==> config.mk <==
export PLATFORM = sky130hd
export DESIGN_NAME = rsv_supervisor
export DESIGN_NICKNAME = d
export VERILOG_FILES = /design/src/rtl/rsv_pkg.sv /design/src/rtl/rsv_edge_sync.sv /design/src/rtl/rsv_hold_timer.sv /design/src/rtl/rsv_wd_timer.sv /design/src/rtl/rsv_supervisor.sv
export SDC_FILE = /design/constraint.sdc
export NUM_CORES = 1
export LEC_CHECK = 0
export BUFFER_PORTS_ARGS = -buffer_cell sky130_fd_sc_hd__buf_4
export CAP_MARGIN = 10
export CORE_ASPECT_RATIO = 1.2
export CORE_MARGIN = 1.5
export CORE_UTILIZATION = 31
export CTS_BUF_LIST = sky130_fd_sc_hd__clkbuf_4 sky130_fd_sc_hd__clkbuf_8
export DETAILED_ROUTE_END_ITERATION = 12
export GPL_ROUTABILITY_DRIVEN = 0
export GPL_TIMING_DRIVEN = 0
export HOLD_SLACK_MARGIN = 0.12
export PLACE_DENSITY = 0.48
export SYNTH_ARGS = -nofsm -noshare
export SYNTH_HDL_FRONTEND = slang
export SYNTH_SLANG_ARGS = --single-unit
==> constraint.sdc <==
create_clock -name clk -period 3.39 [get_ports clk]
set_input_delay 0.5085 -clock clk [delete_from_list [all_inputs] [get_ports clk]]
set_output_delay 0.5085 -clock clk [all_outputs]
set_load 0.01 [all_outputs]
==> src/rtl/rsv_pkg.sv <==
package rsv_pkg;

    // Watchdog interval code, as captured from non-volatile configuration
    typedef enum logic [1:0] {
        WD_LONG  = 2'b00,
        WD_MED   = 2'b01,
        WD_SHORT = 2'b10,
        WD_OFF   = 2'b11
    } wd_sel_e;

endpackage

==> src/rtl/rsv_edge_sync.sv <==
module rsv_edge_sync (
    input  logic clk,
    input  logic rst_n,
    input  logic pin,
    output logic fall
);

    typedef struct packed {
        logic s1;
        logic s2;
        logic s3;
    } sync_t;

    sync_t sync_d, sync_q;

    always_comb begin
        sync_d.s1 = pin;
        sync_d.s2 = sync_q.s1;
        sync_d.s3 = sync_q.s2;
    end

    // Pin idles high (chip-select deasserted)
    always_ff @(posedge clk or negedge rst_n) begin
        if (!rst_n) sync_q <= '{s1: 1'b1, s2: 1'b1, s3: 1'b1};
        else        sync_q <= sync_d;
    end

    assign fall = sync_q.s3 & ~sync_q.s2;

    AST_FALL_ONE_CYCLE: assert property (@(posedge clk) disable iff (!rst_n)
        fall |=> !fall);

endmodule

==> src/rtl/rsv_hold_timer.sv <==
module rsv_hold_timer #(
    parameter int HOLD_TICKS = 12
) (
    input  logic clk,
    input  logic rst_n,
    input  logic clear,
    input  logic tick,
    output logic done
);

    localparam int CW = $clog2(HOLD_TICKS + 1);
    localparam logic [CW-1:0] LAST = CW'(HOLD_TICKS - 1);

    typedef struct packed {
        logic [CW-1:0] cnt;
    } hold_st_t;

    hold_st_t st_d, st_q;

    assign done = !clear && tick && (st_q.cnt == LAST);

    always_comb begin
        st_d = st_q;
        if (clear)     st_d.cnt = '0;
        else if (done) st_d.cnt = '0;
        else if (tick) st_d.cnt = st_q.cnt + 1'b1;
    end

    always_ff @(posedge clk or negedge rst_n) begin
        if (!rst_n) st_q <= '{cnt: '0};
        else        st_q <= st_d;
    end

    AST_HOLD_IN_RANGE: assert property (@(posedge clk) disable iff (!rst_n)
        st_q.cnt <= LAST);

    AST_HOLD_WAITS_TICK: assert property (@(posedge clk) disable iff (!rst_n)
        !tick && !clear |=> $stable(st_q.cnt));

endmodule

==> src/rtl/rsv_wd_timer.sv <==
module rsv_wd_timer
    import rsv_pkg::*;
#(
    parameter int LONG_TICKS  = 48,
    parameter int MED_TICKS   = 24,
    parameter int SHORT_TICKS = 10
) (
    input  logic    clk,
    input  logic    rst_n,
    input  logic    clear,
    input  logic    kick,
    input  logic    tick,
    input  wd_sel_e sel,
    output logic    expire
);

    localparam int MAXT = (LONG_TICKS > MED_TICKS)
                        ? ((LONG_TICKS > SHORT_TICKS) ? LONG_TICKS : SHORT_TICKS)
                        : ((MED_TICKS > SHORT_TICKS) ? MED_TICKS : SHORT_TICKS);
    localparam int CW = $clog2(MAXT + 1);

    typedef struct packed {
        logic [CW-1:0] cnt;
    } wd_st_t;

    wd_st_t        st_d, st_q;
    logic [CW-1:0] limit;
    logic          enabled;

    always_comb begin
        enabled = 1'b1;
        case (sel)
            WD_LONG:  limit = CW'(LONG_TICKS);
            WD_MED:   limit = CW'(MED_TICKS);
            WD_SHORT: limit = CW'(SHORT_TICKS);
            default: begin
                limit   = CW'(LONG_TICKS);
                enabled = 1'b0;
            end
        endcase
    end

    assign expire = !clear && !kick && tick && enabled
                  && (st_q.cnt == limit - 1'b1);

    always_comb begin
        st_d = st_q;
        if (clear || kick)        st_d.cnt = '0;
        else if (expire)          st_d.cnt = '0;
        else if (tick && enabled) st_d.cnt = st_q.cnt + 1'b1;
    end

    always_ff @(posedge clk or negedge rst_n) begin
        if (!rst_n) st_q <= '{cnt: '0};
        else        st_q <= st_d;
    end

    AST_WD_CLEAR_IN_RESET: assert property (@(posedge clk) disable iff (!rst_n)
        clear |=> st_q.cnt == '0);

    AST_WD_KICK_RESTARTS: assert property (@(posedge clk) disable iff (!rst_n)
        kick |=> st_q.cnt == '0);

    AST_WD_IN_RANGE: assert property (@(posedge clk) disable iff (!rst_n)
        enabled |-> st_q.cnt < limit);

endmodule

==> src/rtl/rsv_supervisor.sv <==
module rsv_supervisor
    import rsv_pkg::*;
#(
    parameter int HOLD_TICKS  = 12,
    parameter int LONG_TICKS  = 48,
    parameter int MED_TICKS   = 24,
    parameter int SHORT_TICKS = 10
) (
    input  logic       clk,
    input  logic       rst_n,
    input  logic       tick,
    input  logic       supply_low,
    input  logic       wdi,
    input  logic [1:0] cfg_nv,
    output logic       rst_out
);

    typedef struct packed {
        logic    hold;    // reset to host active
        logic    loaded;  // configuration captured since power-up
        wd_sel_e cfg;
    } sup_st_t;

    sup_st_t st_d, st_q;
    logic    wdi_fall;
    logic    hold_done;
    logic    wd_expire;

    rsv_edge_sync u_sync (
        .clk   (clk),
        .rst_n (rst_n),
        .pin   (wdi),
        .fall  (wdi_fall)
    );

    rsv_hold_timer #(
        .HOLD_TICKS (HOLD_TICKS)
    ) u_hold (
        .clk   (clk),
        .rst_n (rst_n),
        .clear (supply_low || !st_q.hold),
        .tick  (tick),
        .done  (hold_done)
    );

    rsv_wd_timer #(
        .LONG_TICKS  (LONG_TICKS),
        .MED_TICKS   (MED_TICKS),
        .SHORT_TICKS (SHORT_TICKS)
    ) u_wd (
        .clk    (clk),
        .rst_n  (rst_n),
        .clear  (st_q.hold),
        .kick   (wdi_fall),
        .tick   (tick),
        .sel    (st_q.cfg),
        .expire (wd_expire)
    );

    always_comb begin
        st_d = st_q;
        if (!st_q.loaded) begin
            st_d.loaded = 1'b1;
            st_d.cfg    = wd_sel_e'(cfg_nv);
        end
        if (supply_low)                  st_d.hold = 1'b1;
        else if (st_q.hold && hold_done) st_d.hold = 1'b0;
        else if (!st_q.hold && wd_expire) st_d.hold = 1'b1;
    end

    always_ff @(posedge clk or negedge rst_n) begin
        if (!rst_n) st_q <= '{hold: 1'b1, loaded: 1'b0, cfg: WD_OFF};
        else        st_q <= st_d;
    end

    assign rst_out = st_q.hold;

    AST_SUPPLY_FORCES_RESET: assert property (@(posedge clk) disable iff (!rst_n)
        supply_low |=> rst_out);

    AST_NO_RELEASE_ON_LOW: assert property (@(posedge clk) disable iff (!rst_n)
        $fell(rst_out) |-> !$past(supply_low));

    AST_CFG_FROZEN: assert property (@(posedge clk) disable iff (!rst_n)
        st_q.loaded && $past(st_q.loaded) |-> $stable(st_q.cfg));

    AST_OFF_NEVER_TRIPS: assert property (@(posedge clk) disable iff (!rst_n)
        st_q.loaded && st_q.cfg == WD_OFF && !st_q.hold && !supply_low
        |=> !st_q.hold);

endmodule

=== After elaboration in Yosys (flattened, before gate mapping) ===
Cells that the tools add are included.
Widths: inputs -> output; s select.

* Bits in registers: 17
* Latch bits: 0
* Bits in writable memories: 0
* ROM bits: 0
* Input bits: 7
* Output and inout port bits: 1
* Logic and storage cells: 47
* Memories: 0

* Add/sub/neg operators: 3
* Multiply operators: 0
* Divide/modulo/power cells: 0
* $lt $le $gt $ge: 0
* Equal/unequal tests: 4
* Shift-type cells: 0
* Muxes and demuxes: 11
* Bitwise logic cells: 2
* Reductions and logical operators: 19

{| class="wikitable"
|+ Operators by type and width
! kind !! count
|-
| $mux 6 || 3
|-
| $mux 4 || 3
|-
| $pmux 6 s2 || 1
|-
| $logic_and 1x1->1 || 9
|-
| $reduce_bool 3->1 || 3
|-
| $add 6x1->6 const B || 1
|-
| $eq 6x6->1 || 1
|-
| $sub 6x1->6 const B || 1
|-
| $add 4x1->4 const B || 1
|-
| $eq 4x4->1 const B || 1
|-
| $mux 1 || 4
|-
| $logic_not 1->1 || 3
|-
| $reduce_or 3->1 || 1
|-
| $eq 2x1->1 const B || 1
|-
| $eq 2x2->1 const B || 1
|-
| $logic_not 2->1 || 1
|-
| $logic_or 1x1->1 || 2
|-
| $and 1x1->1 || 1
|-
| $not 1->1 || 1
|}

=== Logic depth before layout (Yosys ltp) ===
* Depth in word-level cells: 11
* Gate-level depth with buffers: 6
* Depth with buffers taken out: 6

=== By module ===
A second synthesis with hierarchy kept.

* Cell total of the unflattened synthesis: 78
* Area total of the unflattened synthesis: 903.4 um^2

{| class="wikitable"
|+ By module, submodules not included
! module !! times used !! cells an instance !! area an instance (um^2)
|-
| rsv_wd_timer || 1 || 41 || 437.9
|-
| rsv_hold_timer || 1 || 22 || 217.7
|-
| rsv_supervisor || 1 || 11 || 155.1
|-
| rsv_edge_sync || 1 || 4 || 92.6
|}

=== Worst setup path before layout ===
No wires, ideal clock.

* Kind: register to register
* Start: register st_q[0] in the netlist's numbering
* End: register u_wd.st_q[2] in the netlist's numbering
* Library setup time: 0.130 ns
* Data arrival time: 1.497 ns
* Required time: 3.260 ns
* Path slack: 1.764 ns
* Stages on the path, launching flop included: 7
* Buffers on the path: 0
* Clock period less this slack: 1.626 ns
* Path through: dfstp_2 inv_1 ha_1 and3b_1 a21oi_4 o31ai_4 o21ai_1

* Cells in the longest elaborated chain, start to end: 7
* Elaborated cells between the ends (all ways): 14

{| class="wikitable"
|+ RTL lines
! item !! RTL line !! text
|-
| start: declaration || rsv_supervisor.sv:24 || <nowiki>sup_st_t st_d, st_q;</nowiki>
|-
| start signal: assignment || rsv_supervisor.sv:72 || <nowiki>if (!rst_n) st_q <= '{hold: 1'b1, loaded: 1'b0, cfg: WD_OFF};</nowiki>
|-
| start signal: assignment || rsv_supervisor.sv:73 || <nowiki>else st_q <= st_d;</nowiki>
|-
| $eq 2x2->1, or another cell as far along || rsv_wd_timer.sv:32 || <nowiki>case (sel)</nowiki>
|-
| $pmux 6 s2 or $reduce_or 3->1 (tied branches) || - ||
|-
| $sub 6x1->6 or $mux 1 (tied branches) || rsv_wd_timer.sv:44, rsv_wd_timer.sv:32 ||
|-
| $eq 6x6->1 or $logic_and 1x1->1 (tied branches) || rsv_wd_timer.sv:44, rsv_wd_timer.sv:43 ||
|-
| $logic_and 1x1->1 || rsv_wd_timer.sv:44 || <nowiki>&& (st_q.cnt == limit - 1'b1);</nowiki>
|-
| $mux 6 || rsv_wd_timer.sv:49 || <nowiki>else if (expire) st_d.cnt = '0;</nowiki>
|-
| $mux 6 || rsv_wd_timer.sv:48 || <nowiki>if (clear || kick) st_d.cnt = '0;</nowiki>
|-
| end signal: assignment || rsv_wd_timer.sv:54 || <nowiki>if (!rst_n) st_q <= '{cnt: '0};</nowiki>
|-
| end signal: assignment || rsv_wd_timer.sv:55 || <nowiki>else st_q <= st_d;</nowiki>
|-
| end: declaration || rsv_wd_timer.sv:26 || <nowiki>wd_st_t st_d, st_q;</nowiki>
|}

Parallel ways exist; a longest one is shown, timed or not.
A chain may end at the register's enable or synchronous reset.

=== Final worst setup path ===
* Start: register st_q[0] in the netlist's numbering
* End: register u_wd.st_q[5] in the netlist's numbering

The elaborated chain is that of the path after synthesis.

==> metrics <==
Distinct cells, synth=29; Hold Violations, Final=0; Synth Instances=83; Post-CTS Hold Buffers=1; Setup CP Type=reg2reg; Yosys Warn Count=0; drt first pass iters=4; outcome=finished, final reports clean; clock transition at the registers of the reported paths=0.10 ns; CP Data Required Time=3.56 ns; Fin Setup TNS=0 ns; worst hold path type=in2reg; residual DRC count=0; CP max FO=5; hold depth=1; wire per inst=11.74 um; Pwr Density=358.1 mW/mm^2; largest net degree at the start of global routing=18; Multi-input gate area=454.2 sq um; cell breakdown of the critical path=inv_1 > ha_1 > and3b_1 > a21oi_4 > o31ai_4 > o21ai_1; CP startpoint kind=register; Crit. End Element=register; initial antenna violation count=0; Root Buffer=clkbuf_4; Core Region=0.002785 sq mm; Final Setup Violations=0; Worst IR Drop VDD=0.0002333 V; Max stage delay on crit path=0.58 ns; vias=594; HPWL Detailed=1148 um; Worst EP arrival=1.93 ns; sequential cell area=432.9 sq um; Detail Route Antenna Nets=0; first-pass GRT wire length=2766 um; Setup Skew=0.001603 ns; Initial Util=32.66%; ranking of synthesized cells by area=dfrtp_1 (30%), dfstp_2 (17%), ha_1 (8.3%), xnor2_1 (4.8%), nand2_1 (4.1%); chip width=52.45 um; total congestion overflow=0; share of the synthesized area in the top cell type=30.26%; die area=0.003270 sq mm; ant diodes=0; worst slew pin tran=0.5814 ns; CTS tree=yes; initial DRC count=11; final worst-path cycle share=51.95%; Synth Register Bits=17; WL final=1503 um; die span in y=62.34 um; # IOs=8; sequential-to-total area share from yosys stat=47.59%; mean area per synthesized cell=10.96 sq um; RSZ-0062 raised after global routing=false; min cycle time layout=1.761 ns; All-Layer GR Usage=11.35%; syn_nets=96; LEAKAGE=0.4391 nW; Sink Count=17; Nets=108; Filler cells=298; setup bufs post-CTS=0; Netlist Area Pre-Place=909.6 sq um; TritonCTS Buffers=3; Slowest cell on crit path=dfstp_2; share of cells above drive strength 1=24.47%; Final Power=0.0003705 W; CTS resizes=0; Max-Cap Viols=0; DR vias/cell=4.641; Yosys top cell by area=dfrtp_1; Skew-Pair Late Insertion Delay=0.29 ns; row cnt=21; number of global-route vias before repair=615; Longest Clk Path Bufs=2; Rel. slew slack=60.94%; H-tree level count=1; Slew Viols, Final=0; highest clock rate=567.9 MHz; IO buf count=6; Worst Reg-to-Reg Cells=6; area grow syn2layout=13.75%
-- kinds of logic (layout without fill, tap and decap cells) --
logic type	count (synthesis)	after routing	synth area share, %
compound gates	14	14	11.69
xor+xnor	8	8	7.703
fa+ha+maj	6	6	8.253
buf+inv	5	16	2.476
flops	17	17	47.59
mux	4	4	4.677
other cells	1	1	0.4123
simple gates	28	28	17.20
-- state kept, by name (all words and copies together) (netlist names) --
name and count:
u_hold.st_q 4, u_sync.sync_q 1, rst_out 1, st_q 3
u_wd.st_q 6, u_sync.sync_d 2
-- Yosys cell counts, drive strengths merged --
library cell / number
nand3: 2
mux2: 2
nor3: 4
and4b: 1
nand2: 10
a31oi: 1
nand2b: 1
mux2i: 2
xor2: 3
a21boi: 1
dfstp: 6
nor2: 5
dfrtp: 11
o21ai: 7
buf: 1
a221o: 1
nor3b: 1
and3b: 1
ha: 6
nand4: 1
conb: 1
xnor2: 5
inv: 4
o31ai: 1
a21oi: 3
nor2b: 2
-- metrics by stage --
| stage | hold slack [ns] | cells | setup WS, ns | instance area, sq um | utilization, % |
|---|---|---|---|---|---|
| 2_1_floorplan | 0.2129 | 83 | 1.764 | 909.6 | - |
| 3_3_place_gp | 0.3472 | 123 | 1.626 | 997.2 | 35.80 |
| 3_5_place_dp | 0.3530 | 123 | 1.614 | 997.2 | 35.80 |
| 4_1_cts | 0.2983 | 128 | 1.592 | 1035 | 37.15 |
| 5_1_grt | 0.2769 | 128 | 1.525 | 1035 | 37.15 |
| 6_report | 0.3169 | 128 | 1.629 | 1035 | 37.15 |
-- cell usage in the layout (no fill, tap or decap), types with 2 or more instances in the layout --
| master | n |
|---|---|
| dfrtp_1 | 11 |
| nor3_1 | 4 |
| mux2_2 | 2 |
| inv_1 | 4 |
| xnor2_1 | 5 |
| o21ai_1 | 5 |
| nand3_1 | 2 |
| nand2_1 | 10 |
| o21ai_0 | 2 |
| ha_1 | 6 |
| dfstp_2 | 6 |
| buf_4 | 7 |
| mux2i_1 | 2 |
| nor2_1 | 5 |
| a21oi_1 | 2 |
| xor2_1 | 3 |
| clkbuf_4 | 3 |
-- per-layer routing --
metal  global-route usage (%)  vias up  wire [um]
met2                    18.59        8        759
met1                    13.10      278        671
li1                         -      306          -
met4                    6.731        0         20
met3                    2.404        2         52
met5                        0        -          0
-- path summary, 6_finish.rpt --
kind | end | start | slack, ns
min in group asynchronous | u_hold.st_q[3] | rst_n | 0.61
max reg2reg | u_wd.st_q[5] | st_q[0] | 1.63
max in group asynchronous | rst_out | rst_n | 2.53
min | u_sync.sync_d[1] | wdi | 0.32
min reg2reg | u_sync.sync_d[0] | u_sync.sync_d[1] | 0.36
max | u_wd.st_q[5] | st_q[0] | 1.63
-- final cells by class --
| class | count | share of cell area, % |
|---|---|---|
| Timing Repair Buffer | 7 | 5.320 |
| Inverter | 4 | 1.451 |
| Multi-Input combinational cell | 61 | 43.89 |
| Clock buffer | 3 | 2.177 |
| Clock inverter | 1 | 0.4837 |
| Tap cell | 34 | 4.111 |
| Buffer | 1 | 0.7255 |
| Sequential cell | 17 | 41.84 |
-- report_power, final --
group          internal, W  leakage (nW)   total, W  switching (W)
clock            0.0000438        0.0177   0.000108      0.0000646
sequential        0.000213         0.213   0.000219     0.00000601
combinational    0.0000219         0.208  0.0000430      0.0000210
total             0.000279         0.439   0.000371      0.0000917
-- worst max-delay path: cells and delay by family (launching register included) --
kind	cells	cell delay, ns
buffers and inverters	1	0.05
adder cells (fa/ha/maj)	1	0.23
flip-flops	1	0.58
AO/OA/AOI/OAI	3	0.52
AND/OR/NAND/NOR	1	0.26
Note: power is estimated with default switching activity, not from simulation.
